`src/rtl/lps_pkg.sv`:
```
package lps_pkg;

  // Strobes from the control section to the datapath.
  typedef struct packed {
    logic flush;    // clear every stage register this cycle
    logic gateOut;  // final stage holds a result to present
  } lpsCtrl_t;

endpackage

```
`src/rtl/lps_ctrl.sv`:
```
module lps_ctrl
  import lps_pkg::*;
#(
  parameter int LEVELS = 3
) (
  input  logic              clk,
  input  logic              rst,
  input  logic              inValid,
  output logic [LEVELS-1:0] load,
  output lpsCtrl_t          strobe,
  output logic              outValid
);

  logic [LEVELS-1:0] vld;

  always_ff @(posedge clk) begin
    if (rst) vld <= '0;
    else     vld <= (vld << 1) | LEVELS'(inValid);
  end

  // load[s] is high when stage s captures a real batch at the next edge.
  always_comb begin
    load           = (vld << 1) | LEVELS'(inValid);
    strobe.flush   = rst;
    strobe.gateOut = vld[LEVELS-1] & ~rst;
    outValid       = strobe.gateOut;
  end

  // a result at the last stage implies a batch LEVELS cycles back
  assert_latency_R4: assert property (@(posedge clk) disable iff (rst)
    vld[LEVELS-1] |-> $past(inValid, LEVELS));

  // the cycle after reset is released, nothing is left in flight
  assert_flush_R6: assert property (@(posedge clk) disable iff (rst)
    $fell(rst) |-> (vld == '0));

endmodule

```
`src/rtl/lps_datapath.sv`:
```
module lps_datapath
  import lps_pkg::*;
#(
  parameter int LANES  = 8,
  parameter int IN_W   = 12,
  parameter int OUT_W  = 15,
  parameter int LEVELS = 3
) (
  input  logic                   clk,
  input  logic [LANES*IN_W-1:0]  inData,
  input  logic [LEVELS-1:0]      load,
  input  lpsCtrl_t               strobe,
  output logic [LANES*OUT_W-1:0] outData
);

  localparam int EXT_W = OUT_W - IN_W;

  // net[0] is the sign-extended input, net[l+1] is the register after level l.
  logic [LEVELS:0][LANES-1:0][OUT_W-1:0] net;

  for (genvar k = 0; k < LANES; k++) begin : g_ext
    assign net[0][k] = {{EXT_W{inData[k*IN_W+IN_W-1]}}, inData[k*IN_W +: IN_W]};
  end

  for (genvar l = 0; l < LEVELS; l++) begin : g_lvl
    localparam int DIST = 1 << l;
    for (genvar k = 0; k < LANES; k++) begin : g_lane
      logic [OUT_W-1:0] sum;
      logic [OUT_W-1:0] q;
      if (k >= DIST) begin : g_add
        assign sum = net[l][k] + net[l][k-DIST];
      end else begin : g_pass
        assign sum = net[l][k];
      end
      always_ff @(posedge clk) begin
        if (strobe.flush || !load[l]) q <= '0;
        else                          q <= sum;
      end
      assign net[l+1][k] = q;
    end
  end

  for (genvar k = 0; k < LANES; k++) begin : g_out
    assign outData[k*OUT_W +: OUT_W] = strobe.gateOut ? net[LEVELS][k] : '0;
  end

endmodule

```
`src/rtl/lane_prefix_adder.sv`:
```
module lane_prefix_adder
  import lps_pkg::*;
#(
  parameter int LANES = 8,
  parameter int IN_W  = 12,
  parameter int OUT_W = 15
) (
  input  logic                   clk,
  input  logic                   rst,
  input  logic                   inValid,
  input  logic [LANES*IN_W-1:0]  inData,
  output logic                   outValid,
  output logic [LANES*OUT_W-1:0] outData
);

  localparam int LEVELS = $clog2(LANES);

  logic [LEVELS-1:0] load;
  lpsCtrl_t          strobe;

  lps_ctrl #(.LEVELS(LEVELS)) u_ctrl (
    .clk      (clk),
    .rst      (rst),
    .inValid  (inValid),
    .load     (load),
    .strobe   (strobe),
    .outValid (outValid)
  );

  lps_datapath #(
    .LANES (LANES),
    .IN_W  (IN_W),
    .OUT_W (OUT_W),
    .LEVELS(LEVELS)
  ) u_dp (
    .clk     (clk),
    .inData  (inData),
    .load    (load),
    .strobe  (strobe),
    .outData (outData)
  );

  function automatic logic signed [OUT_W-1:0] laneTotal(input logic [LANES*IN_W-1:0] d);
    logic signed [OUT_W-1:0] acc;
    logic signed [IN_W-1:0]  ln;
    acc = '0;
    for (int k = 0; k < LANES; k++) begin
      ln  = d[k*IN_W +: IN_W];
      acc = acc + OUT_W'(ln);
    end
    return acc;
  endfunction

  // lane 0 of the output is lane 0 of the input, sign-extended
  assert_lane0_R1: assert property (@(posedge clk) disable iff (rst)
    outValid |-> ($signed(outData[OUT_W-1:0]) ==
                  $signed($past(inData[IN_W-1:0], LEVELS))));

  // the top lane carries the full signed total of the batch
  assert_total_R3: assert property (@(posedge clk) disable iff (rst)
    outValid |-> ($signed(outData[LANES*OUT_W-1 -: OUT_W]) ==
                  laneTotal($past(inData, LEVELS))));

  // no result means a zero output word
  assert_idle_zero_R7: assert property (@(posedge clk) disable iff (rst)
    !outValid |-> (outData == '0));

  // reset silences the output in the same cycle
  always_comb begin
    if (rst) begin
      assert_reset_quiet_R5: assert (!outValid && outData == '0);
    end
  end

endmodule

```
`config.mk`:
```
export PLATFORM = sky130hd
export DESIGN_NAME = lane_prefix_adder
export DESIGN_NICKNAME = d
export VERILOG_FILES = /design/src/rtl/lps_pkg.sv /design/src/rtl/lps_ctrl.sv /design/src/rtl/lps_datapath.sv /design/src/rtl/lane_prefix_adder.sv
export SDC_FILE = /design/constraint.sdc
export NUM_CORES = 1
export LEC_CHECK = 0
export CELL_PAD_IN_SITES_DETAIL_PLACEMENT = 2
export CELL_PAD_IN_SITES_GLOBAL_PLACEMENT = 2
export CORE_ASPECT_RATIO = 0.9
export CORE_UTILIZATION = 40
export CTS_CLUSTER_DIAMETER = 120
export DETAILED_ROUTE_END_ITERATION = 6
export DONT_BUFFER_PORTS = 1
export PLACE_DENSITY_LB_ADDON = 0.1
export SYNTH_ARGS = -nofsm -noshare
export SYNTH_HDL_FRONTEND = slang
export SYNTH_HIERARCHICAL = 1
export SYNTH_SLANG_ARGS = --single-unit
```
`constraint.sdc`:
```
create_clock -name clk -period 4 [get_ports clk]
set_clock_uncertainty 0.2 [all_clocks]
set_input_delay 0 -clock clk [delete_from_list [all_inputs] [get_ports clk]]
set_output_delay 0 -clock clk [all_outputs]
set_load 0.1 [all_outputs]
```
==> impl_metrics.yaml, run 1 <==
run_status:
  status: "complete, no violations"
sta:
  slew_violations: 0
  fmax_mhz: 267
  slew_headroom_pct: 26.0
  rsz0062_at_grt: "no"
  finalHoldViolCount: 0
  setup_total_negative_slack_ns: 0
  min_period_ns: 3.74
  worstMarginPinSlew_ns: 1.12
  setup_viol: 0
  fin_crit_sh_pct: 93.5
  worst_hold_slack_ns: 0.00237
clock_network:
  clk_pin_slew_ns: 0.06
  post_cts_buffers: 0
  clock-root-buffer: "clkbuf_16"
  cts.sinks: 336
  clockBufferDepth: 3
  clk_latency_ns: 0.57
  cts_resized: 0
  cts_tree: "yes"
  numCtsBuffers: 39
  cts_hold_buf: 213
  h-tree-depth: 2
detailed_routing:
  wl_per_cell_um: 24.2
  viasPerCell: 5.59
  dr.pass1.iters: 5
  routed_wl_um: 70600
  drc_errors: 0
  drt_iter0_markers: 711
  vias: 16300
  ant_nets: 0
yosys:
  synth_top_area_share_pct: 36.3
  syn-instance-count: 2065
  synth_warnings: 6
  ys_types: 62
  synth_seq_cells: 336
  ys.flop_type: "dfxtp_1"
  avgSynthCellArea_um2: 8.97
  ys_top_cells_by_area: "dfxtp_1 (36%), ha_1 (15%), and2_1 (8.4%)"
  ys_seq_area_share_pct: 36.3
  synth_fp_nets: 2399
  syn_area_um2: 18500
  yosysTopAreaCell: "dfxtp_1"
  async_reset_ff_share_pct: 0
  synth_edf_count: 0
critical_path:
  cp_max_fo: 4
  r2r_slack_ns: 1.05
  path_class: "primary input to flip-flop"
  cp.required_ns: 4.30
  reg2reg_to: "u_dp/g_lvl[2].g_lane[7].q[14]"
  reg2reg_depth: 8
  r2r-start: "u_dp/g_lvl[1].g_lane[3].q[0]"
  cp.arrival_ns: 4.05
  worst_setup_path_start_kind: "primary input"
  endpoint_kind: "flip-flop"
global_routing:
  grtUsageMet1_pct: 38.4
  use_met3_pct: 5.09
  first_global_vias: 18000
  met2_usage_pct: 50.7
  grt_pass1_wl_um: 107000
  busiest_layer: "met2"
  grt_use_total_pct: 29.6
  grt-ovfl-total: 0
  antenna_found_initial: 16
  grt_max_degree: 86
power_and_ir_drop:
  switching_share_pct: 27.9
  p_clk_share_pct: 41.5
  p_sw_mw: 2.49
  power.leakage_nw: 9.74
  power_mw: 8.93
  p_per_area_nw_per_um2: 394
  pwr-share-seq_pct: 39.9
  p_int_mw: 6.43
  p_comb_share_pct: 18.6
  peakVddDrop_mv: 0.305
floorplanning:
  core_um2: 45600
  row_count: 74
  start_util_pct: 40.6
  die_h_um: 206
  dieArea_um2: 47200
  die_w_um: 229
  ios: 220
finish:
  fin_area_um2: 22600
  fin_nets: 2604
  drive_gt1_share_pct: 4.05
  layout.cells.non_filler: 2915
  synthToLayoutAreaGrowth_pct: 22.3
place:
  gp_congestion: 0.901
  dpl_cell_area_um2: 19100
  dp_hpwl_um: 49200
  port_buffers: 0
  dp_cells: 2623
hold_path:
  hold_path_class: "primary input to flip-flop"
  hold_path_end: "u_dp/g_lvl[0].g_lane[0].q[5]"
  min_from: "inData[5]"
  min_path_cells: 2
flow_run:
  drv_cap: 0
==> stage by stage <==
step | util, % | setup WS (ns)
floorplan | - | 0.336
global placement | 42.0 | 1.26
detailed placement | 42.0 | 1.20
CTS | 49.6 | 0.462
global route | 49.7 | 0.0971
finish | 49.7 | 0.259
==> synthesized netlist by cell type, types with 10 or more instances <==
| cell | instances |
|---|---|
| a21oi_1 | 118 |
| and2_1 | 248 |
| nand2_1 | 74 |
| nor3_1 | 47 |
| nor2_1 | 261 |
| fa_1 | 17 |
| o21ai_0 | 118 |
| a211oi_1 | 61 |
| clkbuf_1 | 40 |
| o21bai_1 | 21 |
| xor2_1 | 61 |
| dfxtp_1 | 336 |
| nand2b_1 | 18 |
| or3_1 | 12 |
| o21a_1 | 35 |
| nand3_1 | 31 |
| ha_1 | 218 |
| inv_1 | 27 |
| nor2b_1 | 28 |
| a21o_1 | 69 |
| buf_4 | 10 |
| a31oi_1 | 16 |
| xnor2_1 | 75 |
==> sequential cells by signal, indices dropped and copies added (netlist names) <==
signal	cells
u_ctrl/vld	3
u_dp/g_lvl.g_lane.q	333
==> power groups by stage <==
stage	logic (mW)	clock network, mW	registers (mW)
floorplan	0.914	0	3.57
global placement	1.19	0	3.62
detailed placement	1.23	0	3.63
CTS	1.56	3.78	3.55
global route	1.79	3.91	3.56
finish	1.66	3.71	3.56
==> metal layers <==
layer	vias to the layer above	share of wire, %
li1	7682	-
met1	8135	46
met2	349	48
met3	109	4.3
met4	12	2.1
met5	-	0.10
==> area by class of cell <==
class	instances	area, µm²
timing repair buffer	223	2220
antenna	9	22.5
clock inverter	10	124
sequential	336	6730
inverter	27	101
fill	4811	22900
clock buffer	59	1220
tap	608	761
multi-input combinational	1643	11500
==> kinds of logic (layout without fill, tap and decap cells) <==
kind of cell,Yosys count,in the layout,synth area share (%)
AO/OA/AOI/OAI,508,508,17.7
XOR/XNOR,136,136,6.43
adder cells (fa/ha/maj),235,235,16.6
buffers and inverters,86,319,1.95
flip-flops,336,336,36.3
multiplexers,3,3,0.162
other,0,9,0
AND/OR/NAND/NOR,761,761,20.9
==> placed cells by master, fill, tap and decap left out, drive strengths merged, types with 7 or more instances in the layout <==
master,synthesis,layout
a21boi,7,7
buf,19,9
nor2,261,261
dlygate4sd3,0,214
o211ai,8,8
and2,248,248
nand4,8,8
nand2b,18,18
nor3b,7,7
o21bai,21,21
a221oi,7,7
dfxtp,336,336
xor2,61,61
diode,0,9
a21oi,118,118
nand3,31,31
fa,17,17
ha,218,218
o21ai,123,123
inv,27,28
or3,12,12
and3,7,7
nand2,74,74
a31oi,16,16
clkbuf,40,59
o21a,35,35
nor3,47,47
a21o,69,69
xnor2,75,75
a211oi,61,61
nor2b,28,28
==> worst max-delay path by stage <==
stage / slack [ns] / start / endpoint / cells after the start
finish: 0.26 / inData[40] / u_dp/g_lvl[0].g_lane[4].q[11] / 10
CTS: 0.46 / inData[40] / u_dp/g_lvl[0].g_lane[4].q[11] / 10
detailed placement: 1.20 / u_dp/g_lvl[1].g_lane[3].q[0] / u_dp/g_lvl[2].g_lane[7].q[14] / 8
global route: 0.1 / inData[40] / u_dp/g_lvl[0].g_lane[4].q[11] / 11
floorplan: 0.34 / u_ctrl/vld[2] / outData[12] / 5
global placement: 1.26 / u_dp/g_lvl[1].g_lane[3].q[0] / u_dp/g_lvl[2].g_lane[7].q[14] / 8
==> critical path, cell delays in order <==
cell	delay, ns
dlygate4sd3_1	0.60
ha_1	0.33
dlygate4sd3_1	0.63
nor2b_1	0.19
nor4_1	0.63
nor4_1	0.18
o21ai_0	0.19
dlygate4sd3_1	0.55
nor3b_1	0.17
dlygate4sd3_1	0.57
Note: power is estimated with default switching activity, not from simulation.
==> inputs of run 2 (changes only) <==
ABC_AREA = 1   (was unset)
CORE_UTILIZATION = 37   (was 40)
==> impl_metrics.yaml, run 2 <==
sta:
  fmax_mhz: 244
  setup_viol: 1
  slew_headroom_pct: 30.6
  finalHoldViolCount: 0
  worst_slack_ns: -0.0914
  min_period_ns: 4.09
  slew_violations: 0
  worstMarginPinSlew_ns: 1.04
  rsz0062_at_grt: "no"
  setup_total_negative_slack_ns: -0.0914
  fin_crit_sh_pct: 102
finish:
  regMostFlops: "u_dp/g_lvl.g_lane.q"
  reg.largest.list: "u_dp/g_lvl.g_lane.q: 333 flops, u_ctrl/vld: 3 flops"
  multi_input_area_um2: 12300
  regArea_um2: 6730
  synthToLayoutAreaGrowth_pct: 20.8
  layout.cells.non_filler: 4657
  n_fill_cell: 7182
  final_cell_mix: "nand2_1 (1174), inv_1 (719), nor2_1 (511)"
  largest_reg_flops: 333
  fin_nets: 4158
  drive_gt1_share_pct: 2.80
  final_core_util_pct: 45.5
  final_common_cell: "nand2_1"
clock_network:
  cts.sinks: 336
  clk_latency_ns: 0.61
  clk_pin_slew_ns: 0.09
  cts_tree: "yes"
  clock-root-buffer: "clkbuf_16"
  h-tree-depth: 2
  numCtsBuffers: 40
  clockBufferDepth: 3
power_and_ir_drop:
  p_sw_mw: 3.51
  peakVddDrop_mv: 0.284
  p_clk_share_pct: 42.5
  switching_share_pct: 35.0
  power.leakage_nw: 14.8
  pwr-share-seq_pct: 36.0
  p_per_area_nw_per_um2: 376
  p_comb_share_pct: 21.5
  p_int_mw: 6.52
  power_mw: 10.0
place:
  port_buffers: 0
  gp_congestion: 0.888
  dp_hpwl_um: 72100
  dp_cells: 4325
  place_ws_ns: 1.89
floorplanning:
  core_um2: 58600
  die_h_um: 234
  dieArea_um2: 60600
  die_w_um: 259
  start_util_pct: 37.6
  row_count: 84
  ios: 220
critical_path:
  worst_setup_path_start_kind: "primary input"
  slowest_delay_ns: 0.91
  cp_common_cell: "dlygate4sd3_1"
  endpoint_kind: "flip-flop"
  slowest_stage: "dlygate4sd3_1"
  crit_chain: "dlygate4sd3_1 > ha_1 > dlygate4sd3_1 > nand2_1 > nor2_1 > nand2_1 > nand3_1 > nor2_1 > dlygate4sd3_1 > nor2_1 > dlygate4sd3_1"
  cp.required_ns: 4.32
  cp.arrival_ns: 4.41
  path_class: "primary input to flip-flop"
  crit_buf_inv: 4
  cp_max_fo: 5
  crit_family: "buffers and inverters"
global_routing:
  grt_pass1_wl_um: 174000
  grt-ovfl-total: 0
  grt_use_total_pct: 37.5
  grt_max_degree: 65
  antenna_found_initial: 12
  first_global_vias: 28300
yosys:
  synth_fp_nets: 3928
  synth_edf_count: 0
  ys_types: 27
  synth_warnings: 6
  avgSynthCellArea_um2: 6.14
  async_reset_ff_share_pct: 0
  synth_seq_cells: 336
  yosys-top-cells-count: "nand2_1 (1175), inv_1 (721), nor2_1 (512)"
  yosysMostFrequentCell: "nand2_1"
  syn_area_um2: 22100
  ys_seq_area_share_pct: 30.5
  ys.flop_type: "dfxtp_1"
  syn-instance-count: 3594
  synth_top_area_share_pct: 30.5
  ys_top_cells_by_area: "dfxtp_1 (30%), nand2_1 (20%), ha_1 (12%)"
  yosysTopAreaCell: "dfxtp_1"
run_status:
  status: "finished, violations left"
  violations: "setup timing"
detailed_routing:
  routed_wl_um: 143000
  dr.pass1.iters: 5
  viasPerCell: 5.88
  ant_nets: 0
  drc_errors: 0
  wl_per_cell_um: 30.8
  drt_iter0_markers: 2230
  vias: 27400
hold_path:
  hold_path_class: "primary input to flip-flop"
flow_run:
  drv_cap: 0
## run 2: kinds of logic (layout without fill, tap and decap cells)
logic type | Yosys count | in the layout | synth area share [%]
and+or+nand+nor | 1926 | 1926 | 34.5
adders and majority gates | 235 | 235 | 13.9
DFF | 336 | 336 | 30.5
other | 0 | 29 | 0
AOI/OAI and AO/OA | 306 | 306 | 7.05
xor gates and xnor gates | 5 | 5 | 0.198
buffers and inverters | 786 | 1046 | 13.8
## run 2: worst min-delay path, stage by stage
cell	delay [ns]
dlygate4sd3_1	0.59
inv_1	0.09
nor2_1	0.06
## run 2: final cells by class
cell class / instances / share of cell area [%]
multi-input combinational: 2472 / 46.1
sequential: 336 / 25.2
inverter: 730 / 10.3
timing repair buffer: 244 / 9.11
clock buffer: 50 / 4.20
tap: 774 / 3.63
clock inverter: 22 / 1.17
antenna: 29 / 0.272
## run 2: per-stage QoR
step	instance area, µm²	hold WS, ns
after detailed placement	22900	-0.125
after CTS	26600	0.00209
after global routing	26700	0.0108
after floorplan	22100	-0.129
final	26700	0.0144
after global placement	22900	-0.125
## run 2: power by group through the flow
stage / Sequential (mW) / Combinational [mW] / Clock (mW)
floorplan: 3.57 / 0.973 / 0
global placement: 3.65 / 1.30 / 0
detailed placement: 3.66 / 1.38 / 0
CTS: 3.58 / 1.69 / 4.06
global route: 3.60 / 2.20 / 4.37
finish: 3.61 / 2.16 / 4.26
## run 2: worst paths after layout
kind | start | endpoint | slack, ns | depth (start not counted)
worst min-delay path | inData[3] | u_dp/g_lvl[0].g_lane[0].q[3] | 0.01 | 3
worst max register to register | u_dp/g_lvl[0].g_lane[1].q[0] | u_dp/g_lvl[1].g_lane[3].q[12] | 1.46 | 9
worst max-delay path | inData[57] | u_dp/g_lvl[0].g_lane[4].q[11] | -0.09 | 11
worst min register to register | u_dp/g_lvl[0].g_lane[0].q[9] | u_dp/g_lvl[1].g_lane[0].q[9] | 0.26 | 2
## run 2: repair_timing
action                                  in CTS  in global routing
hold endpoints to repair                   256                  0
endpoints found under the setup margin       0                  1
resized for setup                            0                  2
buffers inserted                             0                  0
hold buffers                               231                  0
## run 2: layer usage
| metal | up-vias | part of all wire, % | GRT usage, % |
|---|---|---|---|
| met5 | - | 0.015 | 0 |
| met4 | 4 | 8.5 | 18.1 |
| met3 | 801 | 7.6 | 5.50 |
| met2 | 1737 | 46 | 65.1 |
| met1 | 13500 | 37 | 45.2 |
| li1 | 11300 | - | - |
==> inputs of run 3 (changes only) <==
CORE_UTILIZATION = 35   (was 37)
clock period = 4.3 ns   (was 4 ns; I/O delays follow)
==> impl_metrics.yaml, run 3 (synthesized netlist as in run 2, its figures left out) <==
run_status:
  status: "complete, no violations"
global_routing:
  antenna_found_initial: 14
  grt_pass1_wl_um: 157000
  busiest_layer: "met2"
  first_global_vias: 26400
  grt_max_degree: 68
  grt-ovfl-total: 0
  grt_use_total_pct: 31.7
  met2_usage_pct: 53.6
  grtUsageMet1_pct: 41.3
  use_met3_pct: 3.91
power_and_ir_drop:
  power.leakage_nw: 14.7
  p_comb_share_pct: 20.3
  p_sw_mw: 2.80
  switching_share_pct: 32.2
  pwr-share-seq_pct: 38.3
  p_clk_share_pct: 41.4
  peakVddDrop_mv: 0.231
  p_per_area_nw_per_um2: 327
  p_int_mw: 5.91
hold_path:
  hold_path_class: "primary input to flip-flop"
finish:
  final_common_cell: "nand2_1"
  reg.largest.list: "u_dp/g_lvl.g_lane.q: 333 flops, u_ctrl/vld: 3 flops"
  fin_nets: 4157
  final_cell_mix: "nand2_1 (1174), inv_1 (719), nor2_1 (511)"
  regMostFlops: "u_dp/g_lvl.g_lane.q"
  drive_gt1_share_pct: 2.67
  final_core_util_pct: 43.1
  fin_area_um2: 26600
  synthToLayoutAreaGrowth_pct: 20.5
  layout.cells.non_filler: 4699
  n_fill_cell: 7603
  largest_reg_flops: 333
place:
  dpl_cell_area_um2: 22900
  port_buffers: 0
  dp_hpwl_um: 70100
  place_ws_ns: 2.06
  dp_cells: 4385
  gp_congestion: 0.875
sta:
  min_period_ns: 3.64
  setup_total_negative_slack_ns: 0
  setup_viol: 0
  worstMarginPinSlew_ns: 1.06
  fin_crit_sh_pct: 84.8
  slew_headroom_pct: 29.4
  rsz0062_at_grt: "no"
  worst_slack_ns: 0.656
  fmax_mhz: 274
  slew_violations: 0
  finalHoldViolCount: 0
floorplanning:
  die_h_um: 240
  core_um2: 61800
  ios: 220
  die_w_um: 267
  row_count: 86
  start_util_pct: 35.7
  dieArea_um2: 64100
critical_path:
  worst_setup_path_start_kind: "primary input"
  cp.arrival_ns: 3.90
  cp_common_cell: "dlygate4sd3_1"
  crit_buf_inv: 4
  cp.required_ns: 4.55
  crit_family: "buffers and inverters"
  endpoint_kind: "flip-flop"
  slowest_delay_ns: 0.71
  slowest_stage: "dlygate4sd3_1"
  cp_max_fo: 4
  crit_chain: "dlygate4sd3_1 > ha_1 > dlygate4sd3_1 > nand2_1 > nor2_1 > nand3_1 > nand3_1 > nand2_1 > dlygate4sd3_1 > nand2_1 > nor2_1 > dlygate4sd3_1"
  path_class: "primary input to flip-flop"
clock_network:
  numCtsBuffers: 41
  cts.sinks: 336
  clk_pin_slew_ns: 0.06
  clockBufferDepth: 3
  post_cts_buffers: 0
  clock-root-buffer: "clkbuf_16"
  h-tree-depth: 2
  clk_latency_ns: 0.59
  cts_tree: "yes"
detailed_routing:
  ant_nets: 0
  drt_iter0_markers: 1114
  vias: 23800
  wl_per_cell_um: 22.2
  drc_errors: 0
  dr.pass1.iters: 5
  routed_wl_um: 105000
  viasPerCell: 5.07
flow_run:
  drv_cap: 0
run 3: changes by cell type in the layout (fill, tap and decap cells not counted), sizes merged:
cell / previous run / this run
diode: 29 / 12
clkinv: 14 / 9
inv: 729 / 733
bufinv: 6 / 3
clkbuf: 50 / 53
buf: 13 / 11
run 3: timing repair:
item,CTS,global route
hold buffers,231,0
gates resized for setup,0,0
hold endpoints to repair,293,0
setup endpoints to repair,0,0
run 3: worst paths after layout:
path                                              startpoint                            end  slack (ns)  cells past startpoint
worst max-delay path                              inData[53]   u_dp/g_lvl[0].g_lane[4].q[9]        0.66                     12
worst min register to register                 u_ctrl/vld[0]                  u_ctrl/vld[1]        0.23                      2
worst max register to register  u_dp/g_lvl[1].g_lane[2].q[0]  u_dp/g_lvl[2].g_lane[6].q[10]        2.17                     11
worst min-delay path                              inData[14]   u_dp/g_lvl[0].g_lane[2].q[7]        0.06                      7
run 3: worst reg2reg max path: stages (launching register included):
cell	delay (ns)
dfxtp_1	0.31
ha_1	0.24
fa_1	0.42
nand2_1	0.12
nand2_1	0.07
nand3_1	0.06
nand2_1	0.13
nand2_1	0.10
nand2_1	0.06
nand2_1	0.07
nand2_1	0.06
nor2_1	0.20
run 3: through the flow:
step / total power [mW] / hold WS, ns
2_1_floorplan: 4.22 / -0.129
3_3_place_gp: 4.61 / -0.124
3_5_place_dp: 4.68 / -0.124
4_1_cts: 8.52 / 0.00537
5_1_grt: 9.03 / 0.0676
6_report: 8.71 / 0.0555
run 3: metal layers:
layer,share of wire [%],up-vias
li1,-,11300
met1,46,11700
met2,46,588
met3,4.0,237
met4,4.1,2
met5,0.012,-
run 3: power groups by stage:
stage	logic, mW	registers, mW	clock network [mW]
floorplan	0.905	3.32	0
global placement	1.21	3.39	0
detailed placement	1.29	3.40	0
CTS	1.56	3.33	3.63
global route	1.89	3.33	3.80
finish	1.77	3.33	3.61
run 3: cell type report:
class                   count  area, µm²  area share (%)
diodes                     12       30.0           0.113
clock buffers              53       1150            4.33
inverters                 730       2740            10.3
flip-flops and latches    336       6730            25.3
clock inverters            18        210           0.790
well taps                 836       1050            3.93
repair buffers            242       2390            9.00
multi-input cells        2472      12300            46.2
